`config.mk`:
```
export PLATFORM = sky130hd
export DESIGN_NAME = trap_deleg_regs
export DESIGN_NICKNAME = d
export VERILOG_FILES = /design/src/rtl/tdeleg_pkg.sv /design/src/rtl/tdeleg_masked_reg.sv /design/src/rtl/tdeleg_tvec.sv /design/src/rtl/tdeleg_pending.sv /design/src/rtl/trap_deleg_regs.sv
export SDC_FILE = /design/constraint.sdc
export NUM_CORES = 1
export LEC_CHECK = 0
export BUFFER_PORTS_ARGS = -buffer_cell sky130_fd_sc_hd__buf_4
export CAP_MARGIN = 20
export CORE_ASPECT_RATIO = 0.5
export CORE_MARGIN = 5
export CORE_UTILIZATION = 35
export DETAILED_ROUTE_END_ITERATION = 6
export PLACE_DENSITY = 0.77
export SYNTH_ARGS = -nofsm -noshare
export SYNTH_HDL_FRONTEND = slang
export SYNTH_SLANG_ARGS = --single-unit
```
`constraint.sdc`:
```
create_clock -name clk -period 1.69 [get_ports clk]
set_clock_uncertainty 0.15 [all_clocks]
set_input_delay 0.169 -clock clk [delete_from_list [all_inputs] [get_ports clk]]
set_output_delay 0.169 -clock clk [all_outputs]
set_load 0.05 [all_outputs]
```
`src/rtl/tdeleg_pkg.sv`:
```
// Shared definitions for the trap delegation register file.
// Bit positions are those the trap controller decodes; they must not move.
package tdeleg_pkg;

    typedef enum logic [2:0] {
        SEL_IE     = 3'd0,
        SEL_IDELEG = 3'd1,
        SEL_EDELEG = 3'd2,
        SEL_TVEC   = 3'd3,
        SEL_PEND   = 3'd4,
        SEL_SIE    = 3'd5,
        SEL_SPEND  = 3'd6,
        SEL_NONE   = 3'd7
    } csr_sel_e;

    localparam int BIT_SSI = 1;
    localparam int BIT_MSI = 3;
    localparam int BIT_STI = 5;
    localparam int BIT_MTI = 7;
    localparam int BIT_SEI = 9;
    localparam int BIT_MEI = 11;

    // Writable exception causes: 0..15 except 14.
    function automatic logic [63:0] edeleg_mask64();
        logic [63:0] m;
        m = '0;
        for (int i = 0; i < 16; i++) begin
            if (i != 14) m[i] = 1'b1;
        end
        return m;
    endfunction

    // Enable bits: the three supervisor and three machine interrupt lines.
    function automatic logic [63:0] ie_mask64();
        logic [63:0] m;
        m = '0;
        m[BIT_SSI] = 1'b1; m[BIT_MSI] = 1'b1; m[BIT_STI] = 1'b1;
        m[BIT_MTI] = 1'b1; m[BIT_SEI] = 1'b1; m[BIT_MEI] = 1'b1;
        return m;
    endfunction

    // Delegable interrupts: supervisor lines only.
    function automatic logic [63:0] ideleg_mask64();
        logic [63:0] m;
        m = '0;
        m[BIT_SSI] = 1'b1; m[BIT_STI] = 1'b1; m[BIT_SEI] = 1'b1;
        return m;
    endfunction

endpackage

```
`src/rtl/tdeleg_masked_reg.sv`:
```
// Register with a fixed set of writable bits.
// Assumes: bits outside WMASK reset to zero and are never written, so they read zero.
module tdeleg_masked_reg #(
    parameter int              W     = 32,
    parameter logic [W-1:0]    WMASK = '1
) (
    input  logic         clk,
    input  logic         rst_n,
    input  logic         we,
    input  logic [W-1:0] wval,
    output logic [W-1:0] q
);

    // Update only the writable bits on a write strobe.
    always_ff @(posedge clk) begin
        if (!rst_n) begin
            q <= '0;
        end else if (we) begin
            q <= (q & ~WMASK) | (wval & WMASK);
        end
    end

endmodule

```
`src/rtl/tdeleg_tvec.sv`:
```
// Trap-vector register accepting direct mode only.
// Assumes: wval is already merged with the old value; a nonzero mode field drops the write.
module tdeleg_tvec #(
    parameter int W = 32
) (
    input  logic         clk,
    input  logic         rst_n,
    input  logic         we,
    input  logic [W-1:0] wval,
    output logic [W-1:0] q
);

    // Store the aligned base when the mode field is zero, otherwise hold.
    always_ff @(posedge clk) begin
        if (!rst_n) begin
            q <= '0;
        end else if (we && (wval[1:0] == 2'b00)) begin
            q <= {wval[W-1:2], 2'b00};
        end
    end

endmodule

```
`src/rtl/tdeleg_pending.sv`:
```
// Interrupt-pending word: two software bits and four sampled hardware lines.
// Assumes: the caller has already restricted sw_mask to the bits this access may touch.
module tdeleg_pending
    import tdeleg_pkg::*;
#(
    parameter int W = 32
) (
    input  logic         clk,
    input  logic         rst_n,
    input  logic         sw_we,
    input  logic [1:0]   sw_mask,   // [0] supervisor software, [1] supervisor timer
    input  logic [1:0]   sw_val,
    input  logic         hw_msip,
    input  logic         hw_mtip,
    input  logic         hw_seip,
    input  logic         hw_meip,
    output logic [W-1:0] pend
);

    logic ssip_q, stip_q;
    logic msip_q, mtip_q, seip_q, meip_q;

    // Software-owned bits: masked update on a write strobe.
    always_ff @(posedge clk) begin
        if (!rst_n) begin
            ssip_q <= 1'b0;
            stip_q <= 1'b0;
        end else if (sw_we) begin
            if (sw_mask[0]) ssip_q <= sw_val[0];
            if (sw_mask[1]) stip_q <= sw_val[1];
        end
    end

    // Hardware-owned bits: resample the source lines every cycle.
    always_ff @(posedge clk) begin
        if (!rst_n) begin
            msip_q <= 1'b0;
            mtip_q <= 1'b0;
            seip_q <= 1'b0;
            meip_q <= 1'b0;
        end else begin
            msip_q <= hw_msip;
            mtip_q <= hw_mtip;
            seip_q <= hw_seip;
            meip_q <= hw_meip;
        end
    end

    // Assemble the pending word at the decoded bit positions.
    always_comb begin
        pend          = '0;
        pend[BIT_SSI] = ssip_q;
        pend[BIT_MSI] = msip_q;
        pend[BIT_STI] = stip_q;
        pend[BIT_MTI] = mtip_q;
        pend[BIT_SEI] = seip_q;
        pend[BIT_MEI] = meip_q;
    end

endmodule

```
`src/rtl/trap_deleg_regs.sv`:
```
// Interrupt/trap delegation register file with supervisor aliases.
// Assumes: XLEN >= 16; one access per cycle; csr_rdata reflects state before the edge.
module trap_deleg_regs
    import tdeleg_pkg::*;
#(
    parameter int XLEN = 32
) (
    input  logic            clk,
    input  logic            rst_n,
    input  logic            csr_valid,
    input  logic [2:0]      csr_sel,
    input  logic [XLEN-1:0] csr_wdata,
    input  logic [XLEN-1:0] csr_wmask,
    output logic [XLEN-1:0] csr_rdata,
    input  logic            hw_msip,
    input  logic            hw_mtip,
    input  logic            hw_seip,
    input  logic            hw_meip,
    output logic [XLEN-1:0] ie_o,
    output logic [XLEN-1:0] ideleg_o,
    output logic [XLEN-1:0] edeleg_o,
    output logic [XLEN-1:0] tvec_o,
    output logic [XLEN-1:0] pend_o
);

    localparam logic [XLEN-1:0] IE_MASK     = XLEN'(ie_mask64());
    localparam logic [XLEN-1:0] IDELEG_MASK = XLEN'(ideleg_mask64());
    localparam logic [XLEN-1:0] EDELEG_MASK = XLEN'(edeleg_mask64());

    csr_sel_e        sel;
    logic            act;
    logic [XLEN-1:0] merged;
    logic [XLEN-1:0] ie_wval;
    logic [XLEN-1:0] pend_mask;
    logic            we_ie, we_id, we_ed, we_tv, we_pd;

    assign sel = csr_sel_e'(csr_sel);
    assign act = csr_valid && (|csr_wmask);

    // Read mux: value of the selected register before this access.
    always_comb begin
        unique case (sel)
            SEL_IE:     csr_rdata = ie_o;
            SEL_IDELEG: csr_rdata = ideleg_o;
            SEL_EDELEG: csr_rdata = edeleg_o;
            SEL_TVEC:   csr_rdata = tvec_o;
            SEL_PEND:   csr_rdata = pend_o;
            SEL_SIE:    csr_rdata = ie_o & ideleg_o;
            SEL_SPEND:  csr_rdata = pend_o & ideleg_o;
            default:    csr_rdata = '0;
        endcase
    end

    // Bitwise read-modify-write merge against the selected view.
    assign merged = (csr_rdata & ~csr_wmask) | (csr_wdata & csr_wmask);

    // Per-register write strobes and the enable write value for the alias.
    always_comb begin
        we_ie   = act && (sel == SEL_IE || sel == SEL_SIE);
        we_id   = act && (sel == SEL_IDELEG);
        we_ed   = act && (sel == SEL_EDELEG);
        we_tv   = act && (sel == SEL_TVEC);
        we_pd   = act && (sel == SEL_PEND || sel == SEL_SPEND);
        ie_wval = (sel == SEL_SIE) ? ((ie_o & ~ideleg_o) | (merged & ideleg_o)) : merged;
        pend_mask = (sel == SEL_SPEND) ? (csr_wmask & ideleg_o) : csr_wmask;
    end

    tdeleg_masked_reg #(.W(XLEN), .WMASK(IE_MASK)) u_ie (
        .clk(clk), .rst_n(rst_n), .we(we_ie), .wval(ie_wval), .q(ie_o)
    );

    tdeleg_masked_reg #(.W(XLEN), .WMASK(IDELEG_MASK)) u_ideleg (
        .clk(clk), .rst_n(rst_n), .we(we_id), .wval(merged), .q(ideleg_o)
    );

    tdeleg_masked_reg #(.W(XLEN), .WMASK(EDELEG_MASK)) u_edeleg (
        .clk(clk), .rst_n(rst_n), .we(we_ed), .wval(merged), .q(edeleg_o)
    );

    tdeleg_tvec #(.W(XLEN)) u_tvec (
        .clk(clk), .rst_n(rst_n), .we(we_tv), .wval(merged), .q(tvec_o)
    );

    tdeleg_pending #(.W(XLEN)) u_pend (
        .clk     (clk),
        .rst_n   (rst_n),
        .sw_we   (we_pd),
        .sw_mask ({pend_mask[BIT_STI], pend_mask[BIT_SSI]}),
        .sw_val  ({csr_wdata[BIT_STI], csr_wdata[BIT_SSI]}),
        .hw_msip (hw_msip),
        .hw_mtip (hw_mtip),
        .hw_seip (hw_seip),
        .hw_meip (hw_meip),
        .pend    (pend_o)
    );

endmodule

```
==> impl_metrics.ini, run 1 <==
[detailed_routing]
route.vias.total = 4020
routedWlPerCell_um = 14.7
vias_per_cell = 4.50
detail_route.drc_violations = 0
antenna_left = 0
finalWirelength_um = 13100
first_iter_violations = 157
drt_pass1_iterations = 4

[synth]
synth-simple-area-share = 0.197
synth-edff-count = 0
yosysWarnings = 0
synth_top_cell_area_share = 0.286
share_of_synthesized_area_occupied_by_flip_flops_and_latches = 0.286
post_synth_fa_ha_maj_area_fraction = 0
mux_share_of_post_synthesis_cell_area = 0.206
asyncSetResetFlopFracSynth = 0
ys_ff_latch = 60
post_synth_num_cell_types = 46
synthXorXnorAreaFrac = 0
mappedNetlistArea_um2 = 4200
synth_compound_gate_area_share = 0.0771
largest_family_of_logic_cells_by_synthesized_area = buffers and inverters
synthesis.area_per_instance_um2 = 8.56
syn-instance-count = 491
netlist.top_cell.by_area = dfxtp_1
synth_area_leaders = dfxtp_1 29%, buf_4 19%, mux2i_1 15%, nand2_1 7.1%, mux2_2 5.1%
synth_top_flop_cell = dfxtp_1

[critical_path]
timing.critical_path.cells = nor4bb_4 -> a311oi_2 -> o211ai_1 -> buf_4 -> buf_8
setup_slack_of_the_worst_register_to_register_path_ns = -0.17
cp-start-kind = flip-flop
critical_path_peak_fanout = 4
cp.arrival_ns = 1.56
critical_path.reg2reg.startpoint = u_ie.q[1]$_SDFFE_PN0P_
worst_r2r_endpoint = u_tvec.q[19]$_SDFFE_PN0P_
critical_path_required_ns = 1.37
timing.critical_path.slowest_cell_delay_ns = 0.36
setup.worst_path.class = flip-flop to output pin
cpMaxStageDelayCell = dfxtp_4
worst_setup_path_end_kind = output pin
ff2ff_path_depth = 6

[run_status]
outcome = complete, but fails checks
violations = setup timing

[power]
vdd_drop_max_mv = 0.514
pwr_cell_area_nw_per_um2 = 697
p_total_mw = 4.48
power_leakage_nw = 3.30

[placement]
place.port_buffers = 165
place_worst_setup_slack_ns = -0.426
post-dp-hpwl_um = 10300
dpl.cell_count = 864
gp_congestion = 0.850

[clock_network]
clock_insertion_delay_worst_skew_ns = 0.33
cts_buffers = 9
cts-root-buf = clkbuf_16
cts_buffer_depth = 2
tritoncts = built
h_tree_lvls = 3
clkTransAtPathRegs_ns = 0.05
clock_sink_count = 60

[sta]
post-route-min-period_ns = 1.88
hold_viol = 0
worst_slew_margin_rel = 0.612
finalSetupTns_ns = -5.07
final_min_period_over_clock_period = 1.11
final_max_slew_viol_count = 0
rsz0062_at_grt = true
report.final.setup_viol = 38
finalWorstSetupSlack_ns = -0.191
timing.fmax_mhz = 532
max_slew.worst_pin.slew_ns = 0.582

[layout]
layout.core_utilization = 0.546
register_area_um2 = 1250
nNetsFinal = 798
layoutNonFillerInstCount = 894
area.growth.synth_to_final_pct = 53.0
n_fill_cell = 1004
multi_input_area_um2 = 2610
drive_gt1_frac = 0.488
antenna_cells_inserted = 0

[worst_hold_path]
holdPathEnd = u_edeleg.q[6]$_SDFFE_PN0P_
worstHoldPathType = primary input to flip-flop
min-delay-start = csr_wdata[6]
min_path_cells = 5

[floorplan]
ioPinCount = 266
core_um2 = 11800
die_area_um2 = 14400
placement_rows = 28
starting_utilization_of_the_core_area = 0.357
die_width_um = 165
die_y_um = 87.5

[grt]
grt_start_max_net_pins = 33
overflow = 0
global_route.usage.total = 0.170
number_of_global_route_vias_before_repair = 4044
antenna_found_initial = 0
global_route_wire_length_before_repair_um = 19600

[job]
maxCapViolations = 0
metal layers:
metal / vias up / track usage / routed length [um]
li1: 1928 / - / -
met1: 1917 / 0.180 / 4980
met3: 30 / 0.0369 / 712
met5: - / 0 / 0
met4: 0 / 0.0679 / 381
met2: 145 / 0.330 / 7050
logic make-up after synthesis:
kind of cell           after synthesis
buffers and inverters              140
flip-flops                          60
AND/OR/NAND/NOR                    167
AO/OA/AOI/OAI                       39
multiplexers                        84
other                                1
power by group:
group | switching [mW] | internal (mW)
Sequential | 0.0162 | 1.42
Clock | 0.643 | 1.22
Combinational | 0.835 | 0.353
synth_stat cells (8+ instances only):
master,count
clkbuf_1,14
nor4_1,8
mux2i_1,64
nand2_1,80
and2_1,22
o31ai_1,9
dfxtp_1,60
mux2_2,19
buf_4,107
nor2_1,21
worst max-delay path, delay by kind of cell (launching register included):
| family | cells | cell delay [ns] |
|---|---|---|
| AO/OA/AOI/OAI | 2 | 0.41 |
| buffers and inverters | 2 | 0.30 |
| flip-flops | 1 | 0.36 |
| AND/OR/NAND/NOR | 1 | 0.16 |
layout make-up:
cell class              instances  share of cell area
multi-input cells             390               0.406
well taps                     165              0.0321
clock buffers                  12              0.0399
inverters                       7             0.00409
flip-flops and latches         60               0.195
clock inverters                 4             0.00739
repair buffers                256               0.316
registers in the layout, summed over array words and instances, names as in the netlist, 3 cells and up:
register and flops:
u_ie.q 6, u_tvec.q 30, u_edeleg.q 15, u_ideleg.q 3
stage by stage:
| step | area (um2) | hold WS [ns] |
|---|---|---|
| 6_report | 6430 | 0.0692 |
| 5_1_grt | 6430 | 0.0973 |
| 4_1_cts | 6350 | 0.0652 |
| 3_5_place_dp | 5850 | 0.231 |
| 3_3_place_gp | 5850 | 0.228 |
| 2_1_floorplan | 4800 | 0.146 |
timing repair:
| action | CTS | global route |
|---|---|---|
| endpoints found under the hold margin | 7 | 0 |
| hold buffers | 7 | 0 |
| endpoints found under the setup margin | 53 | 49 |
| resized for setup | 17 | 14 |
| gates cloned | 0 | 0 |
| pin swaps | 7 | 5 |
| setup buffers | 6 | 1 |
placed cells by master (no fill, tap or decap), types with 8 or more instances in the layout:
cell | Yosys | layout
and2_2 | 0 | 9
nor2_1 | 21 | 13
dfxtp_4 | 0 | 13
nand2_1 | 80 | 78
o31ai_1 | 9 | 9
dfxtp_1 | 60 | 43
mux2_2 | 19 | 17
buf_4 | 107 | 236
nor2_2 | 0 | 8
clkbuf_16 | 0 | 9
and2_4 | 0 | 8
conb_1 | 1 | 100
mux2i_1 | 64 | 60
worst max path at each step:
stage                     slack, ns  depth (start not counted)                         to                       start
final                         -0.19                          5               csr_rdata[9]  u_ideleg.q[9]$_SDFFE_PN0P_
after global routing          -0.28                          6  u_tvec.q[19]$_SDFFE_PN0P_      u_ie.q[1]$_SDFFE_PN0P_
after CTS                     -0.20                          5               csr_rdata[9]  u_ideleg.q[9]$_SDFFE_PN0P_
after detailed placement      -0.43                          7  u_tvec.q[19]$_SDFFE_PN0P_                csr_wmask[0]
after global placement        -0.42                          7  u_tvec.q[27]$_SDFFE_PN0P_                csr_wmask[0]
after floorplan               -0.39                          6    u_ie.q[11]$_SDFFE_PN0P_                  csr_sel[2]
Power figures use the tool's default switching activity.
==> run 2, diff against run 1 <==
CORE_ASPECT_RATIO = 1.75   (was 0.5)
GPL_TIMING_DRIVEN = 0   (was not set)
==> run 2 against run 1 <==
Sequential power about the same. The run still ends with setup timing left. Cell area increased by 7.3%. Critical endpoint unchanged. Critical path depth shrank 1.
==> impl_metrics.ini, run 2 (synthesis gave the netlist of run 1 again) <==
[critical_path]
cp-start-kind = flip-flop
timing.critical_path.slowest_cell_delay_ns = 0.35
timing.critical_path.to = csr_rdata[9]
critical_path_peak_fanout = 3
setup.worst_path.class = flip-flop to output pin
timing.critical_path.cells = and4b_1 -> a311oi_2 -> o211ai_1 -> buf_4
worstSetupStartpoint = u_pend.seip_q$_SDFF_PN0_
worst_setup_path_end_kind = output pin
critical_path_buf_inv_count = 1
critical_path.reg2reg.startpoint = u_edeleg.q[1]$_SDFFE_PN0P_
cp.depth = 4
cpMaxStageDelayCell = dfxtp_2
worst_path_dominant_cell_family = compound AO/OA/AOI/OAI gates
setup_slack_of_the_worst_register_to_register_path_ns = -0.10
critical_path_required_ns = 1.37
worst_r2r_endpoint = u_tvec.q[12]$_SDFFE_PN0P_
ff2ff_path_depth = 6
cp.arrival_ns = 1.50

[sta]
report.final.setup_viol = 33
finalWorstSetupSlack_ns = -0.126
fin_hold_ws_ns = 0.0226
final_max_slew_viol_count = 0
max_slew.worst_pin.slew_ns = 0.574
final_min_period_over_clock_period = 1.07
rsz0062_at_grt = true
post-route-min-period_ns = 1.82
hold_viol = 0
worst_slew_margin_rel = 0.617
timing.fmax_mhz = 551
finalSetupTns_ns = -2.91

[placement]
gp_congestion = 0.852
place_worst_setup_slack_ns = -0.713
place.port_buffers = 164
dpl.cell_count = 891
post-dp-hpwl_um = 12000

[run_status]
outcome = complete, but fails checks
violations = setup timing

[floorplan]
die_area_um2 = 14400
core_um2 = 11900
starting_utilization_of_the_core_area = 0.354
die_width_um = 92.8
placement_rows = 53
die_y_um = 155
ioPinCount = 266

[power]
vdd_drop_max_mv = 0.488
pwr_cell_area_nw_per_um2 = 691
power_leakage_nw = 3.62

[detailed_routing]
vias_per_cell = 4.58
antenna_left = 0
drt_pass1_iterations = 4
detail_route.drc_violations = 0
first_iter_violations = 160
route.vias.total = 4232
routedWlPerCell_um = 16.2
finalWirelength_um = 15000

[worst_hold_path]
min_path_cells = 3
worstHoldPathType = primary input to flip-flop

[job]
maxCapViolations = 0

[clock_network]
cts_buffers = 9
clkTransAtPathRegs_ns = 0.05
cts-root-buf = clkbuf_16
tritoncts = built
h_tree_lvls = 3
clock_insertion_delay_worst_skew_ns = 0.33
clock_sink_count = 60
cts_buffer_depth = 2

[grt]
grt_start_max_net_pins = 11
global_route_wire_length_before_repair_um = 22600
global_route.usage.met1 = 0.205
antenna_found_initial = 0
number_of_global_route_vias_before_repair = 4311
grt.busiest_layer = met2
global_route.usage.total = 0.201
groute.layer.met2.usage = 0.375
overflow = 0
groute.layer.met3.usage = 0.0484

[layout]
antenna_cells_inserted = 0
drive_gt1_frac = 0.522
registers.top_by_ff_count = u_tvec.q
multi_input_area_um2 = 2680
layout.core_utilization = 0.581
n_fill_cell = 1085
nNetsFinal = 856
number_of_flip_flops_in_the_largest_register = 30
mostFrequentLayoutCell = buf_4
largest_registers = u_tvec.q: 30 flops, u_edeleg.q: 15 flops, u_ie.q: 6 flops
layoutNonFillerInstCount = 924
register_area_um2 = 1260
most-common-layout-cells = 279 x buf_4, 100 x conb_1, 78 x nand2_1
area.growth.synth_to_final_pct = 64.1
==> run 2: cell types whose count changed in the layout (fill, tap and decap cells not counted), sizes merged <==
cell / previous run / this run
clkbuf: 12 / 24
clkinv: 2 / 1
buf: 249 / 295
bufinv: 1 / 2
==> run 2: worst min-delay path: stages <==
cell and delay, ns:
buf_4 0.13, inv_1 0.07, o31ai_1 0.07
==> run 2: worst min path at each step <==
stage                       from                          to  slack, ns
detailed placement       hw_meip    u_pend.meip_q$_SDFF_PN0_       0.23
global placement         hw_mtip    u_pend.mtip_q$_SDFF_PN0_       0.23
finish              csr_wmask[0]  u_edeleg.q[0]$_SDFFE_PN0P_       0.02
global route        csr_wmask[0]  u_edeleg.q[0]$_SDFFE_PN0P_       0.04
CTS                 csr_wmask[0]  u_edeleg.q[0]$_SDFFE_PN0P_      0.008
floorplan                hw_meip    u_pend.meip_q$_SDFF_PN0_       0.15
==> run 2: through the flow <==
| stage | cell area [um2] | power, mW |
|---|---|---|
| after floorplan | 4800 | 2.46 |
| after global routing | 6900 | 4.93 |
| final | 6900 | 4.76 |
| after detailed placement | 6210 | 2.74 |
| after CTS | 6720 | 4.74 |
| after global placement | 6210 | 2.73 |
==> run 2: repair_timing <==
| action | in CTS | in global routing |
|---|---|---|
| hold endpoints to repair | 7 | 0 |
| pin swaps | 6 | 9 |
| hold buffers | 7 | 0 |
| buffers inserted | 6 | 5 |
| endpoints found under the setup margin | 81 | 62 |
| resized for setup | 20 | 29 |
==> run 2: where the power goes <==
part | switching, mW | total, mW | leakage, nW | internal [mW]
Sequential | 0.0196 | 1.44 | 0.498 | 1.42
Clock | 0.645 | 1.97 | 0.153 | 1.33
Combinational | 0.880 | 1.35 | 2.97 | 0.472
Total | 1.54 | 4.76 | 3.62 | 3.22
==> run 2: area by class of cell <==
class / count / share of cell area
inverters: 7 / 0.00381
flip-flops and latches: 60 / 0.182
clock buffers: 12 / 0.0357
repair buffers: 182 / 0.204
multi-input cells: 390 / 0.388
well taps: 137 / 0.0249
plain buffers: 132 / 0.151
clock inverters: 4 / 0.0105
==> run 2: routing by layer <==
metal | share of wire | vias up
met5 | 0 | -
met4 | 0.038 | 0
met3 | 0.074 | 33
met2 | 0.54 | 219
met1 | 0.35 | 1930
li1 | - | 2050
